## src/rtl/cla_pkg.sv

```systemverilog
package cla_pkg;
  localparam int GRP_W = 4;

  typedef enum logic {
    CHAIN_RIPPLE = 1'b0,
    CHAIN_FLAT   = 1'b1
  } chain_e;
endpackage

```

## src/rtl/cla_bit_pg.sv

```systemverilog
module cla_bit_pg #(
  parameter int WIDTH = 32
) (
  input  logic [WIDTH-1:0] a_i,
  input  logic [WIDTH-1:0] b_i,
  output logic [WIDTH-1:0] p_o,
  output logic [WIDTH-1:0] g_o
);
  for (genvar i = 0; i < WIDTH; i++) begin : g_bit
    assign p_o[i] = a_i[i] ^ b_i[i];
    assign g_o[i] = a_i[i] & b_i[i];
  end
endmodule

```

## src/rtl/cla_group_pg.sv

```systemverilog
module cla_group_pg
  import cla_pkg::*;
(
  input  logic [GRP_W-1:0] p_i,
  input  logic [GRP_W-1:0] g_i,
  output logic             gp_o,
  output logic             gg_o
);
  assign gp_o = &p_i;
  assign gg_o = g_i[3]
              | (p_i[3] & g_i[2])
              | (p_i[3] & p_i[2] & g_i[1])
              | (p_i[3] & p_i[2] & p_i[1] & g_i[0]);
endmodule

```

## src/rtl/cla_group_sum.sv

```systemverilog
module cla_group_sum
  import cla_pkg::*;
(
  input  logic [GRP_W-1:0] p_i,
  input  logic [GRP_W-1:0] g_i,
  input  logic             c_i,
  output logic [GRP_W-1:0] s_o
);
  logic [GRP_W-1:0] c;

  // two-level lookahead inside the group
  assign c[0] = c_i;
  assign c[1] = g_i[0] | (p_i[0] & c_i);
  assign c[2] = g_i[1] | (p_i[1] & g_i[0]) | (p_i[1] & p_i[0] & c_i);
  assign c[3] = g_i[2] | (p_i[2] & g_i[1]) | (p_i[2] & p_i[1] & g_i[0])
              | (p_i[2] & p_i[1] & p_i[0] & c_i);

  assign s_o = p_i ^ c;
endmodule

```

## src/rtl/cla_carry_net.sv

```systemverilog
module cla_carry_net
  import cla_pkg::*;
#(
  parameter int     NUM_GRP = 8,
  parameter chain_e CHAIN   = CHAIN_FLAT
) (
  input  logic [NUM_GRP-1:0] gp_i,
  input  logic [NUM_GRP-1:0] gg_i,
  input  logic               cin_i,
  output logic [NUM_GRP:0]   gc_o
);
  if (CHAIN == CHAIN_RIPPLE) begin : g_ripple
    assign gc_o[0] = cin_i;
    for (genvar k = 0; k < NUM_GRP; k++) begin : g_stage
      assign gc_o[k+1] = gg_i[k] | (gp_i[k] & gc_o[k]);
    end
  end else begin : g_flat
    // each group carry is its own sum of products over all lower groups
    always_comb begin
      gc_o[0] = cin_i;
      for (int k = 1; k <= NUM_GRP; k++) begin
        logic term;
        logic run;
        term = 1'b0;
        for (int j = 0; j < k; j++) begin
          run = gg_i[j];
          for (int m = j + 1; m < k; m++) run = run & gp_i[m];
          term = term | run;
        end
        run = cin_i;
        for (int m = 0; m < k; m++) run = run & gp_i[m];
        gc_o[k] = term | run;
      end
    end
  end
endmodule

```

## src/rtl/cla_adder.sv

```systemverilog
module cla_adder
  import cla_pkg::*;
#(
  parameter int     WIDTH = 32,
  parameter chain_e CHAIN = CHAIN_FLAT
) (
  input  logic [WIDTH-1:0]       a_i,
  input  logic [WIDTH-1:0]       b_i,
  input  logic                   cin_i,
  output logic [WIDTH-1:0]       sum_o,
  output logic                   cout_o,
  output logic [WIDTH/4-1:0]     grp_prop_o,
  output logic [WIDTH/4-1:0]     grp_gen_o
);
  localparam int NUM_GRP = WIDTH / GRP_W;

  logic [WIDTH-1:0]   bit_p;
  logic [WIDTH-1:0]   bit_g;
  logic [NUM_GRP-1:0] gp;
  logic [NUM_GRP-1:0] gg;
  logic [NUM_GRP:0]   gc;

  cla_bit_pg #(.WIDTH(WIDTH)) u_bit_pg (
    .a_i (a_i),
    .b_i (b_i),
    .p_o (bit_p),
    .g_o (bit_g)
  );

  for (genvar k = 0; k < NUM_GRP; k++) begin : g_grp
    cla_group_pg u_pg (
      .p_i  (bit_p[k*GRP_W +: GRP_W]),
      .g_i  (bit_g[k*GRP_W +: GRP_W]),
      .gp_o (gp[k]),
      .gg_o (gg[k])
    );

    cla_group_sum u_sum (
      .p_i (bit_p[k*GRP_W +: GRP_W]),
      .g_i (bit_g[k*GRP_W +: GRP_W]),
      .c_i (gc[k]),
      .s_o (sum_o[k*GRP_W +: GRP_W])
    );
  end

  cla_carry_net #(.NUM_GRP(NUM_GRP), .CHAIN(CHAIN)) u_carry (
    .gp_i  (gp),
    .gg_i  (gg),
    .cin_i (cin_i),
    .gc_o  (gc)
  );

  assign cout_o     = gc[NUM_GRP];
  assign grp_prop_o = gp;
  assign grp_gen_o  = gg;
endmodule

```

## config.mk

```make
export PLATFORM = sky130hd
export DESIGN_NAME = cla_adder
export DESIGN_NICKNAME = d
export VERILOG_FILES = /design/src/rtl/cla_pkg.sv /design/src/rtl/cla_bit_pg.sv /design/src/rtl/cla_group_pg.sv /design/src/rtl/cla_group_sum.sv /design/src/rtl/cla_carry_net.sv /design/src/rtl/cla_adder.sv
export SDC_FILE = /design/constraint.sdc
export NUM_CORES = 1
export LEC_CHECK = 0
export BUFFER_PORTS_ARGS = -buffer_cell sky130_fd_sc_hd__clkbuf_2
export CAP_MARGIN = 5
export CORE_MARGIN = 8
export CORE_UTILIZATION = 49
export DETAILED_ROUTE_END_ITERATION = 12
export PLACE_DENSITY = 0.89
export SETUP_SLACK_MARGIN = 0.02
export SYNTH_ARGS = -nofsm -noshare
export SYNTH_HDL_FRONTEND = slang
export SYNTH_SLANG_ARGS = --single-unit
```

## constraint.sdc

```tcl
create_clock -name vclk -period 4.9
set_input_delay 0.49 -clock vclk [all_inputs]
set_output_delay 0.49 -clock vclk [all_outputs]
set_load 0.03 [all_outputs]
```

==> impl_metrics.env <==
export IMPL_cp_end_kind="output port"
export IMPL_post_cts_setup_buffers=0
export IMPL_ys_warnings_count=0
export IMPL_crit_chain="clkbuf_2, ha_1, a21o_1, a221o_2, a41oi_4, nand4_2, a21o_1, fa_1, xor2_1, clkbuf_2"
export IMPL_firstDrtPassIters=4
export IMPL_synth_nets=334
export IMPL_grt_usage=0.164
export IMPL_rows=22
export IMPL_netlist_area_mm2=0.00182
export IMPL_ant_nets=0
export IMPL_die_x_um=77.0
export IMPL_cp_max_fo=5
export IMPL_power_leakage_uw=0.00132
export IMPL_hp_class="primary input to output port"
export IMPL_core_mm2=0.00361
export IMPL_ios=114
export IMPL_nFlopsAndLatches=0
export IMPL_grt_pass1_vias=2025
export IMPL_whs_ns=1.43
export IMPL_via_per_inst=5.41
export IMPL_critical_path_class="primary input to output port"
export IMPL_total_power_uw=467
export IMPL_period_share=0.713
export IMPL_start_util=0.506
export IMPL_dp_hpwl_um=4860
export IMPL_whs_path_depth=3
export IMPL_die_y_um=77.0
export IMPL_maxCapViolCount=0
export IMPL_rsz0062_at_grt="no"
export IMPL_diodes=0
export IMPL_fin_crit_ns=3.49
export IMPL_slew_violations=0
export IMPL_start_kind="primary input"
export IMPL_port_buffers=114
export IMPL_n_fill_cell=328
export IMPL_power_density_mw_per_mm2=201
export IMPL_grt_overflow=0
export IMPL_finish_utilization=0.646
export IMPL_syn_to_final_growth_pct=27.7
export IMPL_wl_per_cell_um=14.1
export IMPL_hold_buffers=0
export IMPL_hold_viol_final=0
export IMPL_worst_hold_startpoint="b_i[8]"
export IMPL_grt_max_degree=9
export IMPL_vias=2023
export IMPL_antenna_found_initial=0
export IMPL_outcome="finished clean"
export IMPL_tns_ns=0
export IMPL_grt_pass1_wl_um=8710
export IMPL_ys_seq_area_frac=0
export IMPL_ir_worst_vdd_v=0.000110
export IMPL_required_ns=4.41
export IMPL_die_area_mm2=0.00593
export IMPL_clock_buffers=0
export IMPL_critPathArrivalTime_ns=3.00
export IMPL_synth_cells=229
export IMPL_slowest_delay_ns=0.45
export IMPL_routed_wirelength_um=5260
export IMPL_synth_cell_types=50
export IMPL_drive_gt1_frac=0.408
export IMPL_setup_viol=0
export IMPL_syn_avg_cell_area_um2=7.96
export IMPL_holdPathEnd="sum_o[8]"
export IMPL_gp_congestion=0.865
export IMPL_max_freq_mhz=286
export IMPL_drc_errors=0
export IMPL_relSlewSlack=0.642
export IMPL_dr_first_iter_drc_count=33
export IMPL_worstMarginPinSlew_ns=0.534
export IMPL_regArea_um2=0
export IMPL_cp_slowest_cell="a221o_2"
export IMPL_post_cts_resized=0
export IMPL_nets=433
[worst max-delay path: cells and delay by family]
family | cells | cell delay (ns)
adders and majority gates | 2 | 0.74
AOI/OAI and AO/OA | 4 | 1.15
and+or+nand+nor | 1 | 0.18
xor gates and xnor gates | 1 | 0.14
buffers and inverters | 2 | 0.30
[cell usage in the layout, fill, tap and decap left out, types with 6 or more instances in the layout]
master | netlist | final
clkbuf_2 | 1 | 114
ha_1 | 32 | 32
a21oi_1 | 16 | 16
nand2_1 | 16 | 16
inv_1 | 14 | 14
a21o_1 | 14 | 14
nor2_1 | 10 | 10
xnor2_1 | 9 | 9
xor2_1 | 8 | 8
fa_1 | 8 | 8
o21ai_0 | 6 | 6
[Yosys cell counts, types with 2 or more instances]
| cell | count | area share |
|---|---|---|
| o311a_1 | 2 | 0.011 |
| nand4_1 | 3 | 0.010 |
| nand2b_1 | 5 | 0.017 |
| o211ai_1 | 2 | 0.0082 |
| o221a_2 | 2 | 0.012 |
| fa_1 | 8 | 0.088 |
| o21a_1 | 3 | 0.012 |
| xnor2_1 | 9 | 0.043 |
| ha_1 | 32 | 0.22 |
| mux2i_1 | 3 | 0.016 |
| nand3_1 | 4 | 0.011 |
| o21ai_1 | 3 | 0.0082 |
| a31oi_1 | 5 | 0.017 |
| a21oi_2 | 2 | 0.0096 |
| buf_4 | 16 | 0.066 |
| o311ai_1 | 2 | 0.0096 |
| and2_1 | 5 | 0.017 |
| o21ai_0 | 6 | 0.016 |
| or2_2 | 5 | 0.017 |
| a21oi_1 | 16 | 0.044 |
| nor2_1 | 10 | 0.021 |
| nor4_1 | 2 | 0.0069 |
| a221oi_1 | 3 | 0.014 |
| inv_2 | 2 | 0.0041 |
| nor2b_1 | 2 | 0.0069 |
| inv_1 | 14 | 0.029 |
| a21o_1 | 14 | 0.058 |
| nor3_1 | 3 | 0.0082 |
| xor2_1 | 8 | 0.038 |
| and3_1 | 3 | 0.010 |
| nand2_1 | 16 | 0.033 |
[worst max path at each step]
stage                 from         to  cells after the start
floorplan           a_i[2]  sum_o[29]                      8
global placement    a_i[2]  sum_o[25]                     11
detailed placement  a_i[2]  sum_o[29]                     10
CTS                 a_i[2]  sum_o[29]                     10
global route        a_i[2]  sum_o[29]                     10
finish              a_i[2]  sum_o[29]                     10
[metrics by stage]
stage	std cells	setup WS [ns]	instance area (µm²)
after floorplan	229	1.52	1820
after CTS	374	1.39	2330
after global routing	374	1.29	2330
after detailed placement	374	1.40	2330
after global placement	374	1.46	2330
final	374	1.41	2330
[layer usage]
metal,vias to the layer above,global-route usage,routed length (µm)
li1,1038,-,-
met1,913,0.179,2160
met2,72,0.325,2680
met3,0,0.0385,420
met4,0,0,0
met5,-,0,0
[layout make-up]
class / instances / area, µm² / share of cell area
Inverter: 16 / 60.1 / 0.0258
Tap cell: 48 / 60.1 / 0.0258
Timing Repair Buffer: 114 / 571 / 0.245
Multi-Input combinational cell: 196 / 1640 / 0.703
[power by group]
group          total (µW)  switching (µW)  internal [µW]
logic                 467             305            162
clock network           0               0              0
registers               0               0              0
total                 467             305            162
[cells by family (layout without fill, tap and decap cells)]
| group | after synthesis | count (layout) | share of synthesized area |
|---|---|---|---|
| simple gates | 64 | 64 | 0.188 |
| buf+inv | 33 | 130 | 0.102 |
| fa+ha+maj | 40 | 40 | 0.307 |
| xor+xnor | 17 | 17 | 0.0817 |
| compound gates | 72 | 72 | 0.305 |
| mux | 3 | 3 | 0.0165 |
Power figures use the tool's default switching activity.
